==> src/rtl/pin_drv_pkg.sv <==
package pin_drv_pkg;

    localparam int NPIN = 4;

    typedef enum logic [2:0] {
        SRC_NONE = 3'd0,
        SRC_RDEC = 3'd1,
        SRC_RINC = 3'd2,
        SRC_SYNC = 3'd3,
        SRC_M0   = 3'd4,
        SRC_M1   = 3'd5,
        SRC_M2   = 3'd6,
        SRC_M3   = 3'd7
    } evt_src_e;

    typedef enum logic [2:0] {
        PM_IN    = 3'd0,
        PM_RSV   = 3'd1,
        PM_CHOP  = 3'd2,
        PM_FLAG  = 3'd3,
        PM_SEQ   = 3'd4,
        PM_HOLD  = 3'd5,
        PM_LOW   = 3'd6,
        PM_HIGH  = 3'd7
    } pin_mode_e;

    function automatic logic evt_pick(input logic [2:0] code,
                                      input logic [NPIN-1:0] match,
                                      input logic rinc,
                                      input logic rdec,
                                      input logic sync);
        logic hit;
        case (evt_src_e'(code))
            SRC_RDEC: hit = rdec;
            SRC_RINC: hit = rinc;
            SRC_SYNC: hit = sync;
            SRC_M0:   hit = match[0];
            SRC_M1:   hit = match[1];
            SRC_M2:   hit = match[2];
            SRC_M3:   hit = match[3];
            default:  hit = 1'b0;
        endcase
        return hit;
    endfunction

endpackage

==> src/rtl/status_bank.sv <==
module status_bank
    import pin_drv_pkg::*;
(
    input  logic              clk,
    input  logic              rst_n,
    input  logic [NPIN*8-1:0] stat_ctrl,
    input  logic [NPIN-1:0]   match_pulse,
    input  logic              roll_inc,
    input  logic              roll_dec,
    input  logic              synch_pulse,
    output logic [NPIN-1:0]   flag
);

    typedef struct packed {
        logic [NPIN-1:0] flag;
    } bank_t;

    bank_t bank_d, bank_q;
    logic [NPIN-1:0] set_hit, clr_hit;

    always_comb begin
        bank_d = bank_q;
        for (int i = 0; i < NPIN; i++) begin
            set_hit[i] = evt_pick(stat_ctrl[i*8+3 +: 3], match_pulse,
                                  roll_inc, roll_dec, synch_pulse);
            clr_hit[i] = evt_pick(stat_ctrl[i*8 +: 3], match_pulse,
                                  roll_inc, roll_dec, synch_pulse);
            if (set_hit[i])
                bank_d.flag[i] = 1'b1;
            else if (clr_hit[i])
                bank_d.flag[i] = 1'b0;
        end
    end

    always_ff @(posedge clk) begin
        if (!rst_n)
            bank_q <= '0;
        else
            bank_q <= bank_d;
    end

    assign flag = bank_q.flag;

    for (genvar g = 0; g < NPIN; g++) begin : g_chk

        set_wins_chk: assert property (@(posedge clk) disable iff (!rst_n)
            set_hit[g] |=> flag[g]);

        clear_chk: assert property (@(posedge clk) disable iff (!rst_n)
            (clr_hit[g] && !set_hit[g]) |=> !flag[g]);

        hold_chk: assert property (@(posedge clk) disable iff (!rst_n)
            (!clr_hit[g] && !set_hit[g]) |=> $stable(flag[g]));
    end

endmodule

==> src/rtl/chop_gen.sv <==
module chop_gen #(
    parameter int CNT_W = 16,
    parameter int TOG_W = 8
) (
    input  logic [CNT_W-1:0] count_val,
    input  logic [TOG_W-1:0] chop_mask,
    output logic             chop
);

    logic [TOG_W-1:0] sel;

    always_comb begin
        sel  = ~chop_mask | count_val[TOG_W-1:0];
        chop = &sel;
    end

endmodule

==> src/rtl/pattern_step.sv <==
module pattern_step #(
    parameter int STEPS = 4,
    localparam int IDX_W = (STEPS > 1) ? $clog2(STEPS) : 1
) (
    input  logic             clk,
    input  logic             rst_n,
    input  logic             roll_inc,
    output logic [IDX_W-1:0] idx
);

    typedef struct packed {
        logic [IDX_W-1:0] idx;
    } step_t;

    step_t step_d, step_q;

    always_comb begin
        step_d = step_q;
        if (roll_inc) begin
            if (step_q.idx == IDX_W'(STEPS - 1))
                step_d.idx = '0;
            else
                step_d.idx = step_q.idx + 1'b1;
        end
    end

    always_ff @(posedge clk) begin
        if (!rst_n)
            step_q <= '0;
        else
            step_q <= step_d;
    end

    assign idx = step_q.idx;


    step_adv_chk: assert property (@(posedge clk) disable iff (!rst_n)
        roll_inc |=> (idx == (($past(idx) == IDX_W'(STEPS - 1)) ? '0 : $past(idx) + 1'b1)));

    step_hold_chk: assert property (@(posedge clk) disable iff (!rst_n)
        !roll_inc |=> $stable(idx));

endmodule

==> src/rtl/pin_out_driver.sv <==
module pin_out_driver
    import pin_drv_pkg::*;
#(
    parameter int CNT_W = 16,
    parameter int TOG_W = 8
) (
    input  logic              clk,
    input  logic              rst_n,
    input  logic [CNT_W-1:0]  count_val,
    input  logic [NPIN-1:0]   match_pulse,
    input  logic              roll_inc,
    input  logic              roll_dec,
    input  logic              synch_pulse,
    input  logic [NPIN*8-1:0] stat_ctrl,
    input  logic [NPIN*8-1:0] pin_ctrl,
    input  logic [TOG_W-1:0]  chop_mask,
    input  logic [NPIN-1:0]   pin_in,
    output logic [NPIN-1:0]   pin_out,
    output logic [NPIN-1:0]   pin_oe,
    output logic [NPIN*8-1:0] pin_rdbk
);

    localparam int IDX_W = (NPIN > 1) ? $clog2(NPIN) : 1;
    localparam int LAST  = NPIN - 1;

    logic [NPIN-1:0]  flag;
    logic             chop;
    logic [IDX_W-1:0] seq_idx;
    logic [NPIN-1:0]  seq_nib, hold_nib, live;

    status_bank u_bank (
        .clk         (clk),
        .rst_n       (rst_n),
        .stat_ctrl   (stat_ctrl),
        .match_pulse (match_pulse),
        .roll_inc    (roll_inc),
        .roll_dec    (roll_dec),
        .synch_pulse (synch_pulse),
        .flag        (flag)
    );

    chop_gen #(.CNT_W(CNT_W), .TOG_W(TOG_W)) u_chop (
        .count_val (count_val),
        .chop_mask (chop_mask),
        .chop      (chop)
    );

    pattern_step #(.STEPS(NPIN)) u_step (
        .clk      (clk),
        .rst_n    (rst_n),
        .roll_inc (roll_inc),
        .idx      (seq_idx)
    );

    always_comb begin
        seq_nib  = pin_ctrl[int'(seq_idx)*8 + 4 +: NPIN];
        hold_nib = pin_ctrl[LAST*8 + 4 +: NPIN];
    end

    for (genvar p = 0; p < NPIN; p++) begin : g_pin
        always_comb begin
            pin_oe[p]  = 1'b1;
            pin_out[p] = 1'b0;
            case (pin_mode_e'(pin_ctrl[p*8 +: 3]))
                PM_CHOP: pin_out[p] = flag[p] & chop;
                PM_FLAG: pin_out[p] = flag[p];
                PM_SEQ:  pin_out[p] = seq_nib[p];
                PM_HOLD: pin_out[p] = hold_nib[p];
                PM_LOW:  pin_out[p] = 1'b0;
                PM_HIGH: pin_out[p] = 1'b1;
                default: pin_oe[p]  = 1'b0;
            endcase
            live[p] = pin_oe[p] ? pin_out[p] : pin_in[p];
        end


        idle_low_chk: assert property (@(posedge clk) disable iff (!rst_n)
            !pin_oe[p] |-> (!pin_out[p] && (pin_rdbk[p*8+4+p] == pin_in[p])));

        chop_gate_chk: assert property (@(posedge clk) disable iff (!rst_n)
            (pin_oe[p] && !flag[p] && pin_ctrl[p*8 +: 3] == 3'd2) |-> !pin_out[p]);
    end

    for (genvar k = 0; k < NPIN; k++) begin : g_rdbk
        assign pin_rdbk[k*8 +: 8] = {live, pin_ctrl[k*8 +: 4]};
    end

endmodule

==> config.mk <==
export PLATFORM = sky130hd
export DESIGN_NAME = pin_out_driver
export DESIGN_NICKNAME = d
export VERILOG_FILES = /design/src/rtl/pin_drv_pkg.sv /design/src/rtl/status_bank.sv /design/src/rtl/chop_gen.sv /design/src/rtl/pattern_step.sv /design/src/rtl/pin_out_driver.sv
export SDC_FILE = /design/constraint.sdc
export NUM_CORES = 1
export LEC_CHECK = 0
export ABC_AREA = 1
export BUFFER_PORTS_ARGS = -buffer_cell sky130_fd_sc_hd__buf_2
export CAP_MARGIN = 20
export CORE_MARGIN = 1
export CORE_UTILIZATION = 41
export CTS_BUF_LIST = sky130_fd_sc_hd__clkbuf_16
export CTS_CLUSTER_SIZE = 10
export DETAILED_ROUTE_END_ITERATION = 7
export PLACE_DENSITY = 0.9
export SYNTH_ARGS = -nofsm -noshare
export SYNTH_HDL_FRONTEND = slang
export SYNTH_SLANG_ARGS = --single-unit
==> constraint.sdc <==
create_clock -name clk -period 3.1 [get_ports clk]
set_input_delay 0.155 -clock clk [delete_from_list [all_inputs] [get_ports clk]]
set_output_delay 0.155 -clock clk [all_outputs]
set_load 0.02 [all_outputs]
* Word-level counts from Yosys, hierarchy flattened *
Index checks and enable logic that the tools add are counted.

storage, ports and cells
  register bits after elaboration = 6
  input port bits = 101
  output and inout bits = 40
  word-level logic and storage cells = 133

operators by class
  $add $sub $neg = 2
  equality and inequality tests = 81
  shift operators = 1
  mux-type cells = 29
  bitwise operators = 6
  reduce and logical (&&, ||, !) cells = 9

operators by type and width
  cell                   number
  $eq A3 B3 Y1 const B   48
  $eq A3 B2 Y1 const B   24
  $pmux W1 S7            8
  $shiftx A32 B7 Y4      1
  $eq A3 B1 Y1 const B   8
  $reduce_or A6 Y1       4
  $pmux W1 S5            4
  $mux W1                16
  $not A8 Y8             1
  $or A8 B8 Y8           1
  $reduce_and A8 Y1      1
  $reduce_bool A2 Y1     4
  $add A5 B3 Y6 const B  1
  $and A1 B1 Y1          4
  $add A2 B1 Y2 const B  1
  $eq A2 B2 Y1 const B   1
  $mux W2                1

* Longest topological paths before layout *
  depth in word-level cells = 6
  mapped depth = 8
  mapped depth without buffers = 7

* Hierarchy *
From an unflattened synthesis, not the netlist that was laid out.

second synthesis, totals
  cells, all modules = 318
  area total of the unflattened synthesis = 1581.5 um^2

by module, submodules not included
  module          times used  cells each  area each (um^2)  sequential area each (um^2)
  status_bank     1           161         792.0             80.1
  pin_out_driver  1           117         591.8             0.0
  chop_gen        1           27          101.3             0.0
  pattern_step    1           13          96.3              40.0

* Worst setup path after synthesis *
OpenSTA, ideal clock, no wires.

  kind = reg-to-output
  from = reg u_step.step_q (netlist bit u_step.idx[0])
  to = out pin_rdbk[14]
  arrival time = 1.320 ns
  data required time = 2.945 ns
  path slack = 1.625 ns
  stages on the path, launching flop included = 9
  path buffers = 2
  cells stage by stage = dfxtp_1 buf_6 nor2_2 nor2_1 o21ai_1 o21ai_1 nand2_1 nand4_1 buf_4

on the way
  word-level cells in the longest chain between the ends = 4

ends and longest elaborated chain
  element                   line                  RTL
  start: declaration        pattern_step.sv:15    step_t step_d, step_q;
  start signal: assignment  pattern_step.sv:31    step_q <= step_d;
  $add A5 B3 Y6             pin_out_driver.sv:56  seq_nib = pin_ctrl[int'(seq_idx)*8 + 4 +: NPIN];
  $shiftx A32 B7 Y4         pin_out_driver.sv:56
  $pmux W1 S5               pin_out_driver.sv:64  case (pin_mode_e'(pin_ctrl[p*8 +: 3]))
  $mux W1                   pin_out_driver.sv:73  live[p] = pin_oe[p] ? pin_out[p] : pin_in[p];
  end: declaration          pin_out_driver.sv:20  output logic [NPIN*8-1:0] pin_rdbk

Every way passes these cells.

* Final worst setup path *
  from = reg u_step.step_q (netlist bit u_step.idx[0])
  to = out pin_rdbk[7]

The elaborated chain is that of the path after synthesis.

==> summary.md <==
| Metric | Value |
|---|---|
| R2R setup slack | `approximately 1900 ps` |
| Routed wire length | `~4500 um` |
| Crit path to | `pin_rdbk[7]` |
| DR vias/cell | `~5` |
| DRC violations left | `0` |
| Antenna violations before repair | `0` |
| XOR/XNOR share of the synthesized area | `0` |
| Crit end category | `output port` |
| First-pass GRT wire length | `around 7300 um` |
| Seq cells post-synth | `6` |
| Worst skew pair latency | `between 200 and 250 ps` |
| Post-synth top cells | `nand2_1 (63), nand3_1 (54), inv_1 (47)` |
| Top sig layer | `met4` |
| Main synth FF type | `dfxtp_1` |
| Multi-input gate area | `around 990 sq um` |
| Proportion of synthesized area in mux cells | `0` |
| Syn Nets | `407` |
| CTS tree | `yes` |
| Tmin final | `between 1500 and 2000 ps` |
| Clk buf depth | `2` |
| Wire length per cell | `10.2 um` |
| Die W | `roughly 64 um` |
| I/O Pins | `roughly 140` |
| WP data required | `around 2900 ps` |
| Min-delay src | `rst_n` |
| Mapped Cells | `just over 300` |
| IO buf count | `between 100 and 150` |
| EDFF count, synth | `0` |
| Non-Filler Instances | `approximately 440` |
| Number of clock sinks | `6` |
| Routability Congestion | `approximately 0.86` |
| Largest net degree at the start of global routing | `13` |
| Top-count cell post-synth | `nand2_1` |
| Final period util | `0.614` |
| Placed Cells | `roughly 440` |
| Clk pin slew, worst setup/hold paths | `~30 ps` |
| # diodes | `0` |
| Synth Cell Area | `~0.0016 sq mm` |
| Crit path max fanout | `12` |
| Area of the core | `0.00366 sq mm` |
| Postcts setup bufs | `0` |
| Detail Placement HPWL | `~3900 um` |
| Total Routing Usage GR | `0.217` |
| Vias in the first global route | `about 1800` |
| H-Tree Depth | `1` |
| Rows | `22` |
| WP data arrival | `1750 ps` |
| Wire length on met1 | `between 2000 and 2500 um` |
| Status | `completed` |
| Synth Area in Compound Gates | `0.0804` |
| Clock skew | `0.765 ps` |
| Vias | `about 2200` |
| Total grt overflow | `0` |
| Unrepaired setup endpoints after global routing | `no` |
| Largest area contributor in the netlist | `nand3_1` |
| Routed met2 length | `between 2000 and 2500 um` |
| Largest family of logic cells by synthesized area | `simple AND/OR/NAND/NOR gates` |
| Area Growth Syn to Fin | `30.7%` |
| Fin Setup TNS | `0 ps` |
| Cts hold-fix bufs | `0` |
| Synth Area in Adders | `0.00796` |
| Nets | `~500` |
| Startpoint Class | `register` |
| Overall Power | `approximately 0.00060 W` |
| Count of pins over their slew limit | `0` |
| DRT Pass-1 Iters | `4` |
| CTS buffer count | `3` |
| Setup CP Type | `reg2out` |
| Cts repair resizes | `0` |
| Sequential-to-total area share from yosys stat | `0.0764` |
| Final-layout fill cell count | `between 300 and 400` |
| Met3 routed WL | `about 250 um` |
| Fmax | `525 MHz` |
| Die Area | `around 0.0041 sq mm` |
| Avg Cell Area, Syn | `between 5 and 6 sq um` |
| Drt first-iter violations | `between 100 and 150` |
| Simple-gate portion of the synthesized area | `0.541` |
| RR Endpoint | `u_step.idx[1]$_SDFFE_PN0P_` |
| Worst Setup SP | `u_step.idx[0]$_SDFFE_PN0P_` |
| Clk root buf | `clkbuf_16` |
| Post-route ant nets | `0` |
| PD cells | `approximately 290 mW/mm^2` |
| R2r worst-path depth | `3` |
| Yosys warning total | `0` |
| Max_cap viols | `0` |
| Pleak | `1.26 nW` |
| Share of the synthesized area in the top cell type | `0.172` |
| Synth cell types | `22` |
| Endpoints failing hold | `0` |
| Post-synth ARST share | `0` |
| Initial core utilization | `0.429` |
| Min-delay worst type | `in2reg` |
| Worst r2r src | `u_step.idx[0]$_SDFFE_PN0P_` |
| Final Setup Violations | `0` |
| Die extent in y | `around 64 um` |
| Register area | `120 sq um` |
| Relative slew slack | `0.718` |
| Slew @ Worst Pin | `between 400 and 500 ps` |
| Area contributors post-synth | `nand3_1 (17%), nand2_1 (15%), buf_4 (13%)` |
| Maximum VDD drop | `approximately 0.00034 V` |
| Share of layout cells above drive strength 1 | `0.348` |
-- worst max-delay path, cell delays in order (launching register included) --
cell	delay, ps
dfxtp_1	570
inv_1	230
o21ai_0	200
o21ai_1	80
nand2_1	90
nand4_1	160
buf_2	200
-- routing by layer --
layer | global-route usage | vias up
met3 | 0.0304 | 7
met2 | 0.384 | 78
met1 | 0.283 | 941
met4 | 0.0227 | 0
li1 | - | 1155
met5 | 0 | -
-- kinds of logic after synthesis --
family                     Yosys count
DFF                                  6
and+or+nand+nor                    185
buffers and inverters               90
AOI/OAI and AO/OA                   23
adders and majority gates            1
-- registers in the layout, summed over array words and instances, names as in the netlist --
| signal | cells |
|---|---|
| u_step.idx | 2 |
| u_bank.flag | 4 |
-- layout make-up --
cell class,count,share of cell area
multi-input cells,209,0.481
well taps,48,0.0292
repair buffers,116,0.283
flip-flops and latches,6,0.0585
inverters,60,0.112
clock buffers,3,0.0365
-- cells in the final DEF (no fill, tap or decap) --
| master | netlist | routed |
|---|---|---|
| inv_2 | 12 | 12 |
| nand4_1 | 22 | 22 |
| o21ai_1 | 6 | 6 |
| a31oi_1 | 2 | 2 |
| inv_6 | 1 | 1 |
| nor3_1 | 4 | 4 |
| nand2_2 | 1 | 1 |
| buf_2 | 0 | 116 |
| nand3_1 | 54 | 54 |
| inv_1 | 47 | 47 |
| nor3b_1 | 2 | 2 |
| nand3_2 | 2 | 2 |
| nor2_1 | 35 | 35 |
| dfxtp_1 | 6 | 6 |
| o211ai_1 | 2 | 2 |
| o21ai_0 | 2 | 2 |
| a21oi_1 | 8 | 8 |
| clkbuf_16 | 0 | 3 |
| o22ai_1 | 3 | 3 |
| nor2_2 | 2 | 2 |
| ha_1 | 1 | 1 |
| nand2_1 | 63 | 63 |
-- worst min-delay path by stage --
| stage | to | slack, ps | cells after the start |
|---|---|---|---|
| floorplan | u_step.idx[1]$_SDFFE_PN0P_ | 300 | 2 |
| global placement | pin_rdbk[27] | 310 | 0 |
| detailed placement | pin_rdbk[27] | 310 | 0 |
| CTS | u_step.idx[1]$_SDFFE_PN0P_ | 190 | 3 |
| global route | u_step.idx[1]$_SDFFE_PN0P_ | 220 | 3 |
| finish | u_step.idx[1]$_SDFFE_PN0P_ | 190 | 3 |
-- power breakdown --
group | total [W] | leakage [nW] | internal, W | switching (W)
Sequential | 0.0000938 | 0.0498 | 0.0000854 | 0.00000839
Combinational | 0.000302 | 1.17 | 0.000114 | 0.000188
Clock | 0.000203 | 0.0370 | 0.000165 | 0.0000376
Total | 0.000599 | 1.26 | 0.000364 | 0.000234
-- through the flow --
step	setup WS (ps)	area (sq um)	util	hold WS [ps]
CTS	1220	2050	0.561	187
floorplan	1620	1570	-	297
finish	1200	2050	0.561	188
global placement	1510	1980	0.541	310
global route	1000	2050	0.561	223
detailed placement	1450	1980	0.541	310
Note: power is estimated with default switching activity, not from simulation.
